==> src/rtl/ea_gen_pkg.sv <==
package ea_gen_pkg;

    localparam int ADDR_W = 16;
    localparam int BYTE_W = 8;

    // Mode codes seen on the input port
    localparam logic [3:0] MC_IMM   = 4'd0;
    localparam logic [3:0] MC_ZP    = 4'd1;
    localparam logic [3:0] MC_ZPX   = 4'd2;
    localparam logic [3:0] MC_ZPY   = 4'd3;
    localparam logic [3:0] MC_ABS   = 4'd4;
    localparam logic [3:0] MC_ABSX  = 4'd5;
    localparam logic [3:0] MC_ABSY  = 4'd6;
    localparam logic [3:0] MC_PREIX = 4'd7;
    localparam logic [3:0] MC_POSIX = 4'd8;

    typedef enum logic [1:0] {
        IX_NONE = 2'd0,
        IX_X    = 2'd1,
        IX_Y    = 2'd2
    } idx_sel_e;

    // What a mode needs from the datapath
    typedef struct packed {
        logic     valid;     // mode forms an address
        logic     fetch;     // at least one operand byte is read
        logic     two_byte;  // operand is a 16-bit base
        logic     indirect;  // operand byte is a page-zero pointer
        logic     pre_x;     // X is added to the pointer before the fetch
        logic     zp_wrap;   // final add stays within page zero
        idx_sel_e final_idx; // index added after fetching
    } mode_attr_t;

    typedef enum logic [3:0] {
        ST_IDLE    = 4'd0,
        ST_RD_OP0  = 4'd1,
        ST_RD_OP1  = 4'd2,
        ST_CAP_OP1 = 4'd3,
        ST_CAP_OP0 = 4'd4,
        ST_RD_PT0  = 4'd5,
        ST_RD_PT1  = 4'd6,
        ST_CAP_PT1 = 4'd7,
        ST_FIN     = 4'd8,
        ST_ERR     = 4'd9
    } seq_state_e;

    function automatic mode_attr_t attr_of(input logic [3:0] code);
        mode_attr_t a;
        a = '0;
        a.final_idx = IX_NONE;
        a.valid = 1'b1;
        case (code)
            MC_IMM:   ;
            MC_ZP:    begin a.fetch = 1'b1; a.zp_wrap = 1'b1; end
            MC_ZPX:   begin a.fetch = 1'b1; a.zp_wrap = 1'b1; a.final_idx = IX_X; end
            MC_ZPY:   begin a.fetch = 1'b1; a.zp_wrap = 1'b1; a.final_idx = IX_Y; end
            MC_ABS:   begin a.fetch = 1'b1; a.two_byte = 1'b1; end
            MC_ABSX:  begin a.fetch = 1'b1; a.two_byte = 1'b1; a.final_idx = IX_X; end
            MC_ABSY:  begin a.fetch = 1'b1; a.two_byte = 1'b1; a.final_idx = IX_Y; end
            MC_PREIX: begin a.fetch = 1'b1; a.indirect = 1'b1; a.pre_x = 1'b1; end
            MC_POSIX: begin a.fetch = 1'b1; a.indirect = 1'b1; a.final_idx = IX_Y; end
            default:  a.valid = 1'b0;
        endcase
        return a;
    endfunction

endpackage

==> src/rtl/ea_mode_decode.sv <==
module ea_mode_decode
    import ea_gen_pkg::*;
(
    input  logic [3:0]  code,
    output mode_attr_t  attr
);
    always_comb attr = attr_of(code);
endmodule

==> src/rtl/ea_addr_calc.sv <==
module ea_addr_calc
    import ea_gen_pkg::*;
#(
    parameter int AW = ADDR_W,
    parameter int DW = BYTE_W
) (
    input  mode_attr_t        attr,
    input  logic [AW-1:0]     opnd,
    input  logic [DW-1:0]     lo,
    input  logic [DW-1:0]     hi,
    input  logic [DW-1:0]     ix,
    input  logic [DW-1:0]     iy,
    output logic [AW-1:0]     addr
);
    localparam int HW = AW - DW;

    logic [DW-1:0] idx_b;
    logic [DW-1:0] page_sum;
    logic [AW-1:0] wide_base;
    logic [AW-1:0] wide_sum;

    always_comb begin
        case (attr.final_idx)
            IX_X:    idx_b = ix;
            IX_Y:    idx_b = iy;
            default: idx_b = '0;
        endcase
        page_sum  = lo + idx_b;
        wide_base = {hi[HW-1:0], lo};
        wide_sum  = wide_base + {{HW{1'b0}}, idx_b};
        if (!attr.fetch)
            addr = opnd;
        else if (attr.zp_wrap)
            addr = {{HW{1'b0}}, page_sum};
        else
            addr = wide_sum;
    end
endmodule

==> src/rtl/ea_fetch_seq.sv <==
module ea_fetch_seq
    import ea_gen_pkg::*;
#(
    parameter int AW = ADDR_W,
    parameter int DW = BYTE_W
) (
    input  logic              clk,
    input  logic              rst,
    input  logic              start,
    input  mode_attr_t        attr_in,
    input  logic [AW-1:0]     opnd_in,
    input  logic [DW-1:0]     x_in,
    input  logic [DW-1:0]     y_in,
    input  logic [DW-1:0]     rd_data,
    output logic              rd_en,
    output logic [AW-1:0]     rd_addr,
    output logic              busy,
    output logic              fin,
    output logic              err,
    output mode_attr_t        attr_q,
    output logic [AW-1:0]     opnd_q,
    output logic [DW-1:0]     x_q,
    output logic [DW-1:0]     y_q,
    output logic [DW-1:0]     lo_q,
    output logic [DW-1:0]     hi_q
);
    localparam int HW = AW - DW;

    seq_state_e    state, nxt;
    logic [DW-1:0] ptr_q;
    logic [DW-1:0] ptr_next;

    always_comb begin
        nxt = state;
        case (state)
            ST_IDLE: if (start) begin
                if (!attr_in.valid)     nxt = ST_ERR;
                else if (attr_in.fetch) nxt = ST_RD_OP0;
                else                    nxt = ST_FIN;
            end
            ST_RD_OP0:  nxt = attr_q.two_byte ? ST_RD_OP1 : ST_CAP_OP0;
            ST_RD_OP1:  nxt = ST_CAP_OP1;
            ST_CAP_OP1: nxt = ST_FIN;
            ST_CAP_OP0: nxt = attr_q.indirect ? ST_RD_PT0 : ST_FIN;
            ST_RD_PT0:  nxt = ST_RD_PT1;
            ST_RD_PT1:  nxt = ST_CAP_PT1;
            ST_CAP_PT1: nxt = ST_FIN;
            ST_FIN:     nxt = ST_IDLE;
            ST_ERR:     nxt = ST_IDLE;
            default:    nxt = ST_IDLE;
        endcase
    end

    always_comb ptr_next = ptr_q + {{(DW-1){1'b0}}, 1'b1};

    always_ff @(posedge clk) begin
        if (rst) begin
            state  <= ST_IDLE;
            attr_q <= '0;
            opnd_q <= '0;
            x_q    <= '0;
            y_q    <= '0;
            lo_q   <= '0;
            hi_q   <= '0;
            ptr_q  <= '0;
        end else begin
            state <= nxt;
            case (state)
                ST_IDLE: if (start) begin
                    attr_q <= attr_in;
                    opnd_q <= opnd_in;
                    x_q    <= x_in;
                    y_q    <= y_in;
                    lo_q   <= '0;
                    hi_q   <= '0;
                end
                ST_RD_OP1:  lo_q <= rd_data;
                ST_CAP_OP1: hi_q <= rd_data;
                ST_CAP_OP0: begin
                    if (attr_q.indirect)
                        ptr_q <= rd_data + (attr_q.pre_x ? x_q : {DW{1'b0}});
                    else
                        lo_q <= rd_data;
                end
                ST_RD_PT1:  lo_q <= rd_data;
                ST_CAP_PT1: hi_q <= rd_data;
                default: ;
            endcase
        end
    end

    always_comb begin
        rd_en   = 1'b0;
        rd_addr = '0;
        case (state)
            ST_RD_OP0: begin rd_en = 1'b1; rd_addr = opnd_q; end
            ST_RD_OP1: begin rd_en = 1'b1; rd_addr = opnd_q + {{(AW-1){1'b0}}, 1'b1}; end
            ST_RD_PT0: begin rd_en = 1'b1; rd_addr = {{HW{1'b0}}, ptr_q}; end
            ST_RD_PT1: begin rd_en = 1'b1; rd_addr = {{HW{1'b0}}, ptr_next}; end
            default: ;
        endcase
    end

    assign busy = (state != ST_IDLE);
    assign fin  = (state == ST_FIN);
    assign err  = (state == ST_ERR);

    // Second operand byte comes from the address after the first
    assert_abs_next_R5: assert property (@(posedge clk) disable iff (rst)
        (state == ST_RD_OP1) |-> (rd_addr == $past(rd_addr) + {{(AW-1){1'b0}}, 1'b1}));

    // Pointer high byte is read in page zero right after the low byte
    assert_ptr_wrap_R7: assert property (@(posedge clk) disable iff (rst)
        (state == ST_RD_PT1) |-> (rd_addr[AW-1:DW] == '0 &&
            rd_addr[DW-1:0] == $past(rd_addr[DW-1:0]) + {{(DW-1){1'b0}}, 1'b1}));

    // Error follows an accepted start immediately
    assert_err_direct_R9: assert property (@(posedge clk) disable iff (rst)
        err |-> ($past(state) == ST_IDLE && !rd_en));

    // Latched operands hold while busy
    assert_latch_hold_R10: assert property (@(posedge clk) disable iff (rst)
        (busy && $past(busy)) |-> ($stable(opnd_q) && $stable(x_q) && $stable(y_q) && $stable(attr_q)));
endmodule

==> src/rtl/ea_gen.sv <==
module ea_gen
    import ea_gen_pkg::*;
#(
    parameter int AW = ADDR_W,
    parameter int DW = BYTE_W
) (
    input  logic          clk,
    input  logic          rst,
    input  logic          start,
    input  logic [3:0]    mode_code,
    input  logic [AW-1:0] opnd_addr,
    input  logic [DW-1:0] idx_x,
    input  logic [DW-1:0] idx_y,
    output logic          rd_en,
    output logic [AW-1:0] rd_addr,
    input  logic [DW-1:0] rd_data,
    output logic          busy,
    output logic          done,
    output logic          err,
    output logic [AW-1:0] ea
);
    mode_attr_t    attr_in, attr_q;
    logic [AW-1:0] opnd_q;
    logic [DW-1:0] x_q, y_q, lo_q, hi_q;
    logic [AW-1:0] calc_addr;
    logic          fin;

    ea_mode_decode u_dec (
        .code (mode_code),
        .attr (attr_in)
    );

    ea_fetch_seq #(.AW(AW), .DW(DW)) u_seq (
        .clk     (clk),
        .rst     (rst),
        .start   (start),
        .attr_in (attr_in),
        .opnd_in (opnd_addr),
        .x_in    (idx_x),
        .y_in    (idx_y),
        .rd_data (rd_data),
        .rd_en   (rd_en),
        .rd_addr (rd_addr),
        .busy    (busy),
        .fin     (fin),
        .err     (err),
        .attr_q  (attr_q),
        .opnd_q  (opnd_q),
        .x_q     (x_q),
        .y_q     (y_q),
        .lo_q    (lo_q),
        .hi_q    (hi_q)
    );

    ea_addr_calc #(.AW(AW), .DW(DW)) u_calc (
        .attr (attr_q),
        .opnd (opnd_q),
        .lo   (lo_q),
        .hi   (hi_q),
        .ix   (x_q),
        .iy   (y_q),
        .addr (calc_addr)
    );

    assign done = fin;
    assign ea   = fin ? calc_addr : '0;

    assert_pulse_excl_R11: assert property (@(posedge clk) disable iff (rst)
        !(done && err));

    assert_done_single_R11: assert property (@(posedge clk) disable iff (rst)
        done |=> !done);

    assert_ea_quiet_R11: assert property (@(posedge clk) disable iff (rst)
        !done |-> (ea == '0));

    assert_zp_page_R4: assert property (@(posedge clk) disable iff (rst)
        (done && attr_q.zp_wrap) |-> (ea[AW-1:DW] == '0));

    assert_imm_noread_R2: assert property (@(posedge clk) disable iff (rst)
        (done && !attr_q.fetch) |-> ($past(busy) == 1'b0 && ea == $past(opnd_addr)));
endmodule

==> config.mk <==
export PLATFORM = sky130hd
export DESIGN_NAME = ea_gen
export DESIGN_NICKNAME = d
export VERILOG_FILES = /design/src/rtl/ea_gen_pkg.sv /design/src/rtl/ea_mode_decode.sv /design/src/rtl/ea_addr_calc.sv /design/src/rtl/ea_fetch_seq.sv /design/src/rtl/ea_gen.sv
export SDC_FILE = /design/constraint.sdc
export NUM_CORES = 1
export LEC_CHECK = 0
export BUFFER_PORTS_ARGS = -buffer_cell sky130_fd_sc_hd__buf_2
export CAP_MARGIN = 20
export CORE_MARGIN = 1.5
export CORE_UTILIZATION = 56
export CTS_CLUSTER_SIZE = 20
export DETAILED_ROUTE_END_ITERATION = 10
export HOLD_SLACK_MARGIN = 0.05
export MAX_ROUTING_LAYER = met4
export PLACE_DENSITY = 0.8
export SLEW_MARGIN = 20
export SYNTH_ARGS = -nofsm -noshare
export SYNTH_HDL_FRONTEND = slang
export SYNTH_HIERARCHICAL = 1
export SYNTH_SLANG_ARGS = --single-unit
==> constraint.sdc <==
create_clock -name clk -period 4.4 [get_ports clk]
set_clock_uncertainty 0.05 [all_clocks]
set_input_delay 1.1 -clock clk [delete_from_list [all_inputs] [get_ports clk]]
set_output_delay 1.1 -clock clk [all_outputs]
set_load 0.1 [all_outputs]
==> out/results.ini <==
[timing]
finalHoldViolations = 0
slew_headroom_pct = 42.87
fin_crit_ns = 4.366
slew_violations = 0
rsz0062_at_grt = yes
timing.final.ws_setup_ns = 0.03373
tightest_slew_ns = 0.8523
max_clock_freq_ghz = 0.2290
fin_crit_sh_pct = 99.23
fin_setup_tns_ns = 0
finalSetupViolCount = 0

[pwr]
finalPower_w = 0.001794
power_density_nw_per_um2 = 322.5
p_leak_nw = 2.230
vdd_drop_max_uv = 221.4

[global_route]
grt_max_degree = 69
grt_pass1_wl_um = 21670
antenna_found_initial = 0
grt_pass1_vias = 4444
grt_overflow = 0
track_usage_pct = 31.48

[place]
place_ws_ns = 0.09708
post-dp-hpwl_um = 9771
dp_cells = 803
postPlaceCellArea_um2 = 5245
gp_congestion = 0.9091
port_buffers = 82

[clock_tree]
numCtsBuffers = 9
hold_buffers = 0
clk_path_buf_depth = 2
cts_tree = done
cts_htree_levels = 3
cts_sinks = 67
clk_pin_slew_ns = 0.09
cts_root_buf = clkbuf_8
clock_latency_ns = 0.35

[drt]
ant_nets = 0
wl_per_cell_um = 16.39
viasPerCell = 6.156
drt-initial-drc-count = 363
via_count = 5066
drtPass1Iterations = 5
wl_um = 13490
drc = 0

[setup_path]
path_class = flip-flop to primary output
critPathRequiredTime_ns = 3.25
r2r_slack_ns = 1.93
crit_chain = inv_2 > ha_4 > a22oi_2 > nor2_1 > ha_2 > fa_2 > a211oi_4 > nor3_2 > a211oi_4 > mux2_4 > o2111ai_1 > and2_4 > buf_12
max_stage_delay_ns = 0.38
r2r_end = u_seq/attr_q[0]$_SDFFE_PP0P_
cp_common_cell = a211oi_4
slowest_stage = dfxtp_4
r2r-start = u_seq/state[1]$_SDFFE_PP0N_
critical_path_arrival_ns = 3.22
end_kind = primary output
ff2ff_path_depth = 5
crit_fanout = 8
critPathLaunchType = flip-flop

[finish]
antennaDiodeCount = 0
final_cells = 823
final_nets = 781
drive_above_1_share_pct = 21.73
mostFrequentLayoutCells = 134 x nand2_1, 79 x a21oi_1, 71 x buf_2
final_common_cell = nand2_1
area_growth_pct = 17.68
design_area_um2 = 5563

[synthesis]
ys_warn_count = 6
syn_avg_cell_area_um2 = 7.306
netlist_area_um2 = 4727
synth_nets = 715
syn_inst = 647

[floorplanning]
start_util_pct = 57.82
die_w_um = 94.88
core_um2 = 8175
dieArea_um2 = 9001
fp-row-count = 33
die_h_um = 94.88
io_pins = 83

[run_status]
status = complete, no violations

[flow_run]
cap_violations = 0

[min_path]
min_path_type = flip-flop to flip-flop
min_to = u_seq/y_q[5]$_SDFFE_PP0P_
hold_depth = 2
min-delay-start = u_seq/y_q[5]$_SDFFE_PP0P_

metal layers:
layer	vias up	track usage, %	routed length, µm
met1	2299	40.52	5763
met2	282	50.12	6251
met5	-	-	0
met4	0	12.69	401
li1	2449	-	-
met3	36	3.623	1074
final cells by class:
cell class / instances / area [µm²]
clock inverters: 7 / 82.58
repair buffers: 93 / 590.6
fillers: 710 / 2613
multi-input cells: 530 / 3241
well taps: 105 / 131.4
flip-flops and latches: 67 / 1349
clock buffers: 9 / 123.9
inverters: 12 / 45.04
critical path: cells and delay by family (launching register included):
| kind | cells | cell delay (ns) |
|---|---|---|
| AO/OA/AOI/OAI | 4 | 0.86 |
| adder cells (fa/ha/maj) | 3 | 0.73 |
| buffers and inverters | 2 | 0.22 |
| flip-flops | 1 | 0.38 |
| multiplexers | 1 | 0.34 |
| AND/OR/NAND/NOR | 3 | 0.35 |
timing repair:
item / in CTS / in global routing
buffers inserted: 3 / 1
resized for setup: 16 / 11
setup endpoints to repair: 10 / 10
cloned: 0 / 0
pin swaps: 6 / 5
how the worst max path moves through the flow:
stage	start	endpoint	slack [ns]	depth (start not counted)
3_5_place_dp	u_seq/attr_q[0]$_SDFFE_PP0P_	ea[12]	0.1	13
6_report	u_seq/attr_q[0]$_SDFFE_PP0P_	ea[12]	0.03	13
4_1_cts	u_seq/attr_q[0]$_SDFFE_PP0P_	ea[8]	-0.02	14
3_3_place_gp	u_seq/attr_q[0]$_SDFFE_PP0P_	ea[12]	0.23	13
5_1_grt	u_seq/attr_q[0]$_SDFFE_PP0P_	ea[12]	-0.11	13
2_1_floorplan	u_seq/state[0]$_SDFFE_PP0N_	rd_addr[3]	0.03	4
where the power goes:
part | internal, W | switching, W | leakage, nW
sequential | 0.000650 | 0.0000798 | 0.547
combinational | 0.000142 | 0.000379 | 1.58
clock | 0.000270 | 0.000272 | 0.0984
per-stage QoR:
| step | hold slack [ns] | util [%] |
|---|---|---|
| floorplan | 0.3862 | - |
| global placement | 0.4026 | 64.16 |
| detailed placement | 0.4020 | 64.16 |
| CTS | 0.4200 | 67.55 |
| global route | 0.4408 | 68.04 |
| finish | 0.4144 | 68.04 |
registers in the layout, indices dropped and copies added (netlist names):
name,count
u_seq/attr_q,7
u_seq/hi_q,8
u_seq/lo_q,8
u_seq/opnd_q,16
u_seq/ptr_q,8
u_seq/state,4
u_seq/x_q,8
u_seq/y_q,8
Power figures use the tool's default switching activity.
